**config.mk**
```make
export PLATFORM = sky130hd
export DESIGN_NAME = cursor_overlay
export DESIGN_NICKNAME = d
export VERILOG_FILES = /design/src/rtl/curs_pkg.sv /design/src/rtl/curs_pos_reg.sv /design/src/rtl/curs_plane_ram.sv /design/src/rtl/curs_window.sv /design/src/rtl/curs_bit_sel.sv /design/src/rtl/cursor_overlay.sv
export SDC_FILE = /design/constraint.sdc
export NUM_CORES = 2
export LEC_CHECK = 0
export ABC_AREA = 1
export BUFFER_PORTS_ARGS = -buffer_cell sky130_fd_sc_hd__buf_2
export CORE_ASPECT_RATIO = 0.9
export CORE_MARGIN = 10
export CORE_UTILIZATION = 40
export CTS_BUF_LIST = sky130_fd_sc_hd__clkbuf_8
export DETAILED_ROUTE_END_ITERATION = 16
export PLACE_DENSITY = 0.51
export SYNTH_ARGS = -nofsm -noshare
export SYNTH_HDL_FRONTEND = slang
export SYNTH_HIERARCHICAL = 1
export SYNTH_SLANG_ARGS = --single-unit
```
**constraint.sdc**
```tcl
create_clock -name clk -period 8 [get_ports clk]
set_clock_uncertainty 0.05 [all_clocks]
set_input_delay 1.6 -clock clk [delete_from_list [all_inputs] [get_ports clk]]
set_output_delay 1.6 -clock clk [all_outputs]
set_load 0.1 [all_outputs]
```
**src/rtl/curs_pkg.sv**
```systemverilog
package curs_pkg;
   typedef enum logic [1:0] {
      TGT_POS  = 2'd0,
      TGT_MASK = 2'd1,
      TGT_IMG  = 2'd2,
      TGT_NONE = 2'd3
   } wr_tgt_e;

   localparam int unsigned NUM_PLANES = 2;
   localparam int unsigned PLANE_MASK = 0;
   localparam int unsigned PLANE_IMG  = 1;
endpackage

```
**src/rtl/curs_pos_reg.sv**
```systemverilog
module curs_pos_reg #(
   parameter int unsigned COORD_W = 16,
   parameter int signed   HIDE_AT = -32
) (
   input  logic                     clk,
   input  logic                     rst_n,
   input  logic                     load,
   input  logic [2*COORD_W-1:0]     load_word,
   input  logic                     commit,
   output logic [2*COORD_W-1:0]     pend_word,
   output logic signed [COORD_W-1:0] act_x,
   output logic signed [COORD_W-1:0] act_y
);
   localparam logic [COORD_W-1:0] HIDE_C = COORD_W'(HIDE_AT);

   logic [2*COORD_W-1:0] pend_q;

   always_ff @(posedge clk) begin
      if (!rst_n) begin
         pend_q <= {HIDE_C, HIDE_C};
         act_x  <= HIDE_C;
         act_y  <= HIDE_C;
      end else begin
         if (commit) begin
            act_x <= pend_q[2*COORD_W-1:COORD_W];
            act_y <= pend_q[COORD_W-1:0];
         end
         if (load) pend_q <= load_word;
      end
   end

   assign pend_word = pend_q;
endmodule

```
**src/rtl/curs_plane_ram.sv**
```systemverilog
module curs_plane_ram #(
   parameter int unsigned SIZE = 32,
   localparam int unsigned IDX_W = $clog2(SIZE)
) (
   input  logic             clk,
   input  logic             we,
   input  logic [IDX_W-1:0] widx,
   input  logic [SIZE-1:0]  wdata,
   input  logic [IDX_W-1:0] ridx,
   output logic [SIZE-1:0]  rdata
);
   logic [SIZE-1:0] rows [SIZE];

   always_ff @(posedge clk) begin
      if (we) rows[widx] <= wdata;
      rdata <= rows[ridx];
   end
endmodule

```
**src/rtl/curs_window.sv**
```systemverilog
module curs_window #(
   parameter int unsigned COORD_W = 16,
   parameter int unsigned SIZE    = 32,
   localparam int unsigned IDX_W  = $clog2(SIZE)
) (
   input  logic                      clk,
   input  logic                      rst_n,
   input  logic                      pix_valid,
   input  logic signed [COORD_W-1:0] pix_x,
   input  logic signed [COORD_W-1:0] pix_y,
   input  logic signed [COORD_W-1:0] act_x,
   input  logic signed [COORD_W-1:0] act_y,
   output logic [IDX_W-1:0]          row_idx,
   output logic                      s1_valid,
   output logic                      s1_inside,
   output logic [IDX_W-1:0]          s1_col
);
   logic signed [COORD_W:0] dx, dy;
   logic in_x, in_y;

   always_comb begin
      dx = {pix_x[COORD_W-1], pix_x} - {act_x[COORD_W-1], act_x};
      dy = {pix_y[COORD_W-1], pix_y} - {act_y[COORD_W-1], act_y};
      in_x = (dx[COORD_W:IDX_W] == '0);
      in_y = (dy[COORD_W:IDX_W] == '0);
      row_idx = dy[IDX_W-1:0];
   end

   always_ff @(posedge clk) begin
      if (!rst_n) begin
         s1_valid  <= 1'b0;
         s1_inside <= 1'b0;
         s1_col    <= '0;
      end else begin
         s1_valid  <= pix_valid;
         s1_inside <= pix_valid & in_x & in_y;
         s1_col    <= dx[IDX_W-1:0];
      end
   end
endmodule

```
**src/rtl/curs_bit_sel.sv**
```systemverilog
module curs_bit_sel #(
   parameter int unsigned SIZE     = 32,
   parameter bit          MSB_LEFT = 1'b1,
   localparam int unsigned IDX_W   = $clog2(SIZE)
) (
   input  logic             clk,
   input  logic             rst_n,
   input  logic             s1_valid,
   input  logic             s1_inside,
   input  logic [IDX_W-1:0] s1_col,
   input  logic [SIZE-1:0]  mask_row,
   input  logic [SIZE-1:0]  img_row,
   output logic             o_valid,
   output logic             o_hit,
   output logic             o_sel
);
   logic [IDX_W-1:0] bit_pos;
   logic m_bit, i_bit;

   generate
      if (MSB_LEFT) begin : g_msb_left
         assign bit_pos = IDX_W'(SIZE - 1) - s1_col;
      end else begin : g_lsb_left
         assign bit_pos = s1_col;
      end
   endgenerate

   assign m_bit = mask_row[bit_pos];
   assign i_bit = img_row[bit_pos];

   always_ff @(posedge clk) begin
      if (!rst_n) begin
         o_valid <= 1'b0;
         o_hit   <= 1'b0;
         o_sel   <= 1'b0;
      end else begin
         o_valid <= s1_valid;
         o_hit   <= s1_inside & m_bit;
         o_sel   <= s1_inside & m_bit & i_bit;
      end
   end
endmodule

```
**src/rtl/cursor_overlay.sv**
```systemverilog
module cursor_overlay #(
   parameter int unsigned COORD_W  = 16,
   parameter int unsigned SIZE     = 32,
   parameter int unsigned PIX_W    = 24,
   parameter bit          MSB_LEFT = 1'b1
) (
   input  logic                     clk,
   input  logic                     rst_n,
   input  logic                     wr_en,
   input  logic [1:0]               wr_sel,
   input  logic [$clog2(SIZE)-1:0]  wr_idx,
   input  logic [2*COORD_W-1:0]     wr_data,
   input  logic                     frame_start,
   input  logic                     pix_valid,
   input  logic [COORD_W-1:0]       pix_x,
   input  logic [COORD_W-1:0]       pix_y,
   input  logic [PIX_W-1:0]         pix_in,
   output logic                     out_valid,
   output logic                     out_hit,
   output logic                     out_color_sel,
   output logic [PIX_W-1:0]         out_pix
);
   import curs_pkg::*;

   localparam int unsigned IDX_W  = $clog2(SIZE);
   localparam int unsigned DATA_W = 2 * COORD_W;

   generate
      if ((SIZE & (SIZE - 1)) != 0 || SIZE < 2) begin : g_bad_size
         $error("cursor_overlay: SIZE must be a power of two of at least 2");
      end
      if (SIZE > DATA_W) begin : g_bad_width
         $error("cursor_overlay: a row word must fit in the write data");
      end
      if (COORD_W <= IDX_W) begin : g_bad_coord
         $error("cursor_overlay: COORD_W must exceed log2(SIZE)");
      end
   endgenerate

   wr_tgt_e tgt;
   assign tgt = wr_tgt_e'(wr_sel);

   logic signed [COORD_W-1:0] act_x, act_y;
   logic [DATA_W-1:0]         pend_word;

   curs_pos_reg #(.COORD_W(COORD_W), .HIDE_AT(-int'(SIZE))) u_pos (
      .clk       (clk),
      .rst_n     (rst_n),
      .load      (wr_en && tgt == TGT_POS),
      .load_word (wr_data),
      .commit    (frame_start),
      .pend_word (pend_word),
      .act_x     (act_x),
      .act_y     (act_y)
   );

   logic [IDX_W-1:0] row_idx;
   logic             s1_valid, s1_inside;
   logic [IDX_W-1:0] s1_col;

   curs_window #(.COORD_W(COORD_W), .SIZE(SIZE)) u_win (
      .clk       (clk),
      .rst_n     (rst_n),
      .pix_valid (pix_valid),
      .pix_x     (pix_x),
      .pix_y     (pix_y),
      .act_x     (act_x),
      .act_y     (act_y),
      .row_idx   (row_idx),
      .s1_valid  (s1_valid),
      .s1_inside (s1_inside),
      .s1_col    (s1_col)
   );

   logic [SIZE-1:0] plane_row [NUM_PLANES];

   generate
      for (genvar p = 0; p < NUM_PLANES; p++) begin : g_plane
         localparam wr_tgt_e MY_TGT = (p == PLANE_MASK) ? TGT_MASK : TGT_IMG;
         curs_plane_ram #(.SIZE(SIZE)) u_ram (
            .clk   (clk),
            .we    (wr_en && tgt == MY_TGT),
            .widx  (wr_idx),
            .wdata (wr_data[SIZE-1:0]),
            .ridx  (row_idx),
            .rdata (plane_row[p])
         );
      end
   endgenerate

   curs_bit_sel #(.SIZE(SIZE), .MSB_LEFT(MSB_LEFT)) u_sel (
      .clk       (clk),
      .rst_n     (rst_n),
      .s1_valid  (s1_valid),
      .s1_inside (s1_inside),
      .s1_col    (s1_col),
      .mask_row  (plane_row[PLANE_MASK]),
      .img_row   (plane_row[PLANE_IMG]),
      .o_valid   (out_valid),
      .o_hit     (out_hit),
      .o_sel     (out_color_sel)
   );

   logic [PIX_W-1:0] pix_s1;

   always_ff @(posedge clk) begin
      if (!rst_n) begin
         pix_s1  <= '0;
         out_pix <= '0;
      end else begin
         pix_s1  <= pix_in;
         out_pix <= pix_s1;
      end
   end
endmodule

```
After elaboration in Yosys (flattened, before gate mapping)
Memory sizes are Yosys's and may differ from the RTL's. A register that Yosys moved wholly into a read port is not among the register bits. Cells that the tools add are included.

Bits in registers: 122. Memory bits (writable): 2048. Logic and storage cells: 37. Memories kept: 2.

$add $sub $neg: 3. Magnitude comparators: 1. Equal/unequal tests: 2. Mux-type cells: 8. Bitwise gates (word level): 4. Reductions and logical operators: 6.

Memory list: g_plane[0].u_ram.rows (words 32, bits a word 32, read ports 1, clocked after memory_dff 1, write ports 1, line curs_plane_ram.sv:12) `logic [SIZE-1:0] rows [SIZE];`; g_plane[1].u_ram.rows (words 32, bits a word 32, read ports 1, clocked after memory_dff 1, write ports 1, line curs_plane_ram.sv:12).

Operators with widths (count): $sub 16x16->17 (2); $logic_not 12->1 (2); $bmux 1 s5 (2); $lt 5x6->1 const B (1); $mux 1 (6); $sub 5x5->5 const A (1); $and 1x1->1 (4); $logic_and 1x1->1 (3); $eq 2x1->1 const B (1); $eq 2x2->1 const B (1); $logic_not 2->1 (1).

Logic depth before layout (Yosys ltp)
Depth in word-level cells: 5. Gate-level depth with buffers: 15. Depth with buffers taken out: 15.

Cells and area by module
The synthesis kept the hierarchy.

By module, submodules not included: curs_plane_ram (instances 2, cells each 3536, area each 42405.7 µm², sequential area each 31390.1 µm²); curs_pos_reg (instances 1, cells each 319, area each 2562.5 µm², sequential area each 1281.2 µm²); curs_window (instances 1, cells each 518, area each 2528.7 µm², sequential area each 140.1 µm²); cursor_overlay (instances 1, cells each 156, area each 1387.6 µm², sequential area each 960.9 µm²); curs_bit_sel (instances 1, cells each 157, area each 799.5 µm², sequential area each 60.1 µm²).

Worst setup path before layout
Ideal clock, no wire load.

Path type: input port to flip-flop. Start point: input wr_en. End point: memory g_plane[0].u_ram.rows[11][0], enable pin. Setup time: 421 ps. Arrival: 3453 ps. Data required time: 7529 ps. Slack: 4076 ps. Stages on the path: 4. Path buffers: 0. Cell sequence: nand2_1 > nor2_1 > nand3_1 > nor2_1.

Longest elaborated chain between the ends: 3.

Ends and longest elaborated chain: start: declaration (line cursor_overlay.sv:9) `input logic wr_en,`; $logic_and 1x1->1 (line cursor_overlay.sv:82) `.we (wr_en && tgt == MY_TGT),`; $mux 1 (line curs_plane_ram.sv:15) `if (we) rows[widx] <= wdata;`; $mux 1 (not written as such) (line curs_plane_ram.sv:15); end: declaration (line curs_plane_ram.sv:12).

Every way passes these cells.

Final worst setup path
Start point: input pix_y[0]. End point: register g_plane[0].u_ram.rdata[26], read port of g_plane[0].u_ram.rows.

Longest elaborated chain between the ends: 1.

Ends and longest elaborated chain: start: declaration (line cursor_overlay.sv:16) `input logic [COORD_W-1:0] pix_y,`; $sub 16x16->17 (line curs_window.sv:23) `dy = {pix_y[COORD_W-1], pix_y} - {act_y[COORD_W-1], act_y};`; via row_idx[1] (line cursor_overlay.sv:57) `logic [IDX_W-1:0] row_idx;`; end: declaration (line curs_plane_ram.sv:10) `output logic [SIZE-1:0] rdata`.

The timed path passes the listed nets, and every way through them passes these cells. A chain may end at the register's enable or synchronous reset.

==> impl_metrics.env <==
export IMPL_status="complete, no violations"
export IMPL_postCtsResizedCells=0
export IMPL_dpl_hpwl_microns=140000
export IMPL_start_util=0.401
export IMPL_fin_crit_sh=0.545
export IMPL_drt_iter0_markers=6587
export IMPL_worstPathArrival_ns=5.23
export IMPL_synthTopCellsByArea="edfxtp_1, nand2_1, nand3_1"
export IMPL_track_usage=0.217
export IMPL_grt_busiest_layer="met2"
export IMPL_ios=127
export IMPL_cp_end_kind="register"
export IMPL_relSlewSlack=0.0815
export IMPL_ys_warn_count=6
export IMPL_viasPerCell=5.28
export IMPL_crit_fanout=120
export IMPL_synth_top_area_frac=0.668
export IMPL_drcViolationCount=0
export IMPL_nets=8544
export IMPL_syn_nets=8356
export IMPL_dr_pass1_iters=6
export IMPL_htree_levels=5
export IMPL_post_drt_wl_per_cell_microns=23.8
export IMPL_grt_use_met2=0.338
export IMPL_clock_sinks=2234
export IMPL_num_vias=62100
export IMPL_clockBufferDepth=4
export IMPL_power_frac_comb=0.144
export IMPL_gr_total_overflow=0
export IMPL_numPortBuffers=126
export IMPL_cts_buffers=388
export IMPL_place_congestion=0.820
export IMPL_grt_pass1_wl_microns=408000
export IMPL_grt_max_degree=195
export IMPL_fillers=21300
export IMPL_clockRootBuffer="clkbuf_8"
export IMPL_synth_top_area_cell="edfxtp_1"
export IMPL_cp_start_kind="primary input"
export IMPL_seq_power_share=0.492
export IMPL_dp_cells=11100
export IMPL_final_cell_mix="nand2_1, edfxtp_1, nand3_1"
export IMPL_first_global_vias=60000
export IMPL_num_rows=167
export IMPL_power_frac_clock=0.365
export IMPL_final_cells=11800
export IMPL_drive_above_1_share=0.103
export IMPL_setup_violations=0
export IMPL_ant_nets=0
export IMPL_fin_util=0.444
export IMPL_insertion_delay_ns=1.09
export IMPL_p_int_w=0.0189
export IMPL_finalMaxSlewViolations=0
export IMPL_timing_fmax_mhz=229
export IMPL_yosys_register_bits=2234
export IMPL_swShare=0.289
export IMPL_synth_cells=8222
export IMPL_synth_area_sq_mm=0.0921
export IMPL_yosysUniqueCellTypes=35
export IMPL_min_delay_path_class="reg -> reg"
export IMPL_required_ns=8.88
export IMPL_seq_area_frac_synth=0.708
export IMPL_max_cap_violations=0
export IMPL_grt_use_met3=0.0351
export IMPL_cts_tree="done"
export IMPL_use_met1=0.311
export IMPL_ir_drop_mv=0.200
export IMPL_p_per_area_mw_per_mm2=260
export IMPL_path_clk_slew_ns=0.06
export IMPL_reg2reg_slack_ns=3.96
export IMPL_die_h_microns=475
export IMPL_antenna_found_initial=18
export IMPL_drt_total_wl_microns=280000
export IMPL_power_switching_w=0.00769
export IMPL_worst_pin_slew_ns=1.38
export IMPL_syn_to_final_growth_pct=10.8
export IMPL_path_class="in -> reg"
export IMPL_die_w_microns=526
export IMPL_core_sq_mm=0.230
export IMPL_cts_setup_buffers=0
export IMPL_fin_tns_setup_ns=0
export IMPL_fin_crit_ns=4.36
export IMPL_leakage_nw=39.2
export IMPL_hold_viol=0
export IMPL_rsz0062_at_grt="false"
export IMPL_syn_mean_instance_area_sq_um=11.2
export IMPL_postCtsHoldBufs=0
export IMPL_dieArea_sq_mm=0.250
export IMPL_final_common_cell="nand2_1"
[layer usage]
metal  share of wire  wire [microns]  vias up
li1                -               -    28600
met1            0.45          125000    30700
met2            0.45          126000     2377
met3           0.073           20400      474
met4           0.028            7930        2
met5        0.000029               8        -
[synthesized netlist by cell type (all sizes together)]
cell type	number
a21o	1
a21oi	20
and2	5
buf	425
clkbuf	48
dfxtp	186
edfxtp	2048
fa	2
ha	32
inv	234
nand2	3353
nand3	1693
nand3b	2
nand4	10
nor2	150
nor3	3
o21a	1
o21ai	3
or2	3
xnor2	2
xor2	1
[cell families after synthesis]
family                   count (synthesis)  synth area share
AND/OR/NAND/NOR                       5219             0.238
adder cells (fa/ha/maj)                 34           0.00478
AO/OA/AOI/OAI                           25           0.00141
flip-flops                            2234             0.708
XOR/XNOR                                 3          0.000285
buffers and inverters                  707            0.0474
[per-stage QoR]
step / total power [W] / setup WS (ns) / area [sq um] / hold WS (ns)
2_1_floorplan: 0.0156 / 4.08 / 92100 / 0.336
3_3_place_gp: 0.0171 / 2.69 / 94900 / 0.343
3_5_place_dp: 0.0171 / 2.68 / 94900 / 0.345
4_1_cts: 0.0268 / 3.84 / 102000 / 0.359
5_1_grt: 0.0276 / 3.54 / 102000 / 0.382
6_report: 0.0266 / 3.64 / 102000 / 0.358
[worst max-delay path: stages]
cell and delay, ns:
buf_2 0.08, inv_1 0.03, ha_1 0.21, fa_1 0.60, inv_8 0.14, inv_8 0.61, buf_12 0.56, nand3_1 0.24
nand3_1 0.15, nand2_1 0.09, nand2_1 0.08, nand2_1 0.14, nand2_1 0.24, nand2_1 0.09
[layout make-up]
type                            instances  area, sq um  area share
Inverter                              234          966     0.00947
Antenna cell                           13         32.5    0.000319
Multi-Input combinational cell       5281        23000       0.226
Clock buffer                          420         5780      0.0567
Sequential cell                      2234        65200       0.639
Clock inverter                        270         1280      0.0125
Timing Repair Buffer                  271         1900      0.0186
Tap cell                             3042         3810      0.0373
[flip-flops by register name (all words and copies together), names as in the netlist, 5 cells and up]
signal,flops
g_plane.u_ram/rows,2048
out_pix,24
pix_s1,24
u_pos/act_y,16
u_pos/pend_word,32
u_win/s1_col,5
u_pos/act_x,16
g_plane.u_ram/rdata,64
[power by group through the flow]
stage	clock network, W	logic (W)	registers (W)
final	0.00968	0.00381	0.0131
after floorplan	0	0.00235	0.0133
after global placement	0	0.00378	0.0133
after global routing	0.0104	0.00415	0.0131
after detailed placement	0	0.00379	0.0133
after CTS	0.00990	0.00380	0.0131
[path summary, 6_finish.rpt]
check | cells after the start | to | start
worst max-delay path | 14 | g_plane[0].u_ram/rdata[26] | pix_y[0]
worst min-delay path | 2 | out_pix[19] | pix_s1[19]
worst max register to register | 12 | g_plane[0].u_ram/rdata[26] | u_pos/act_y[0]
worst min register to register | 2 | out_pix[19] | pix_s1[19]
Note: power is estimated with default switching activity, not from simulation.
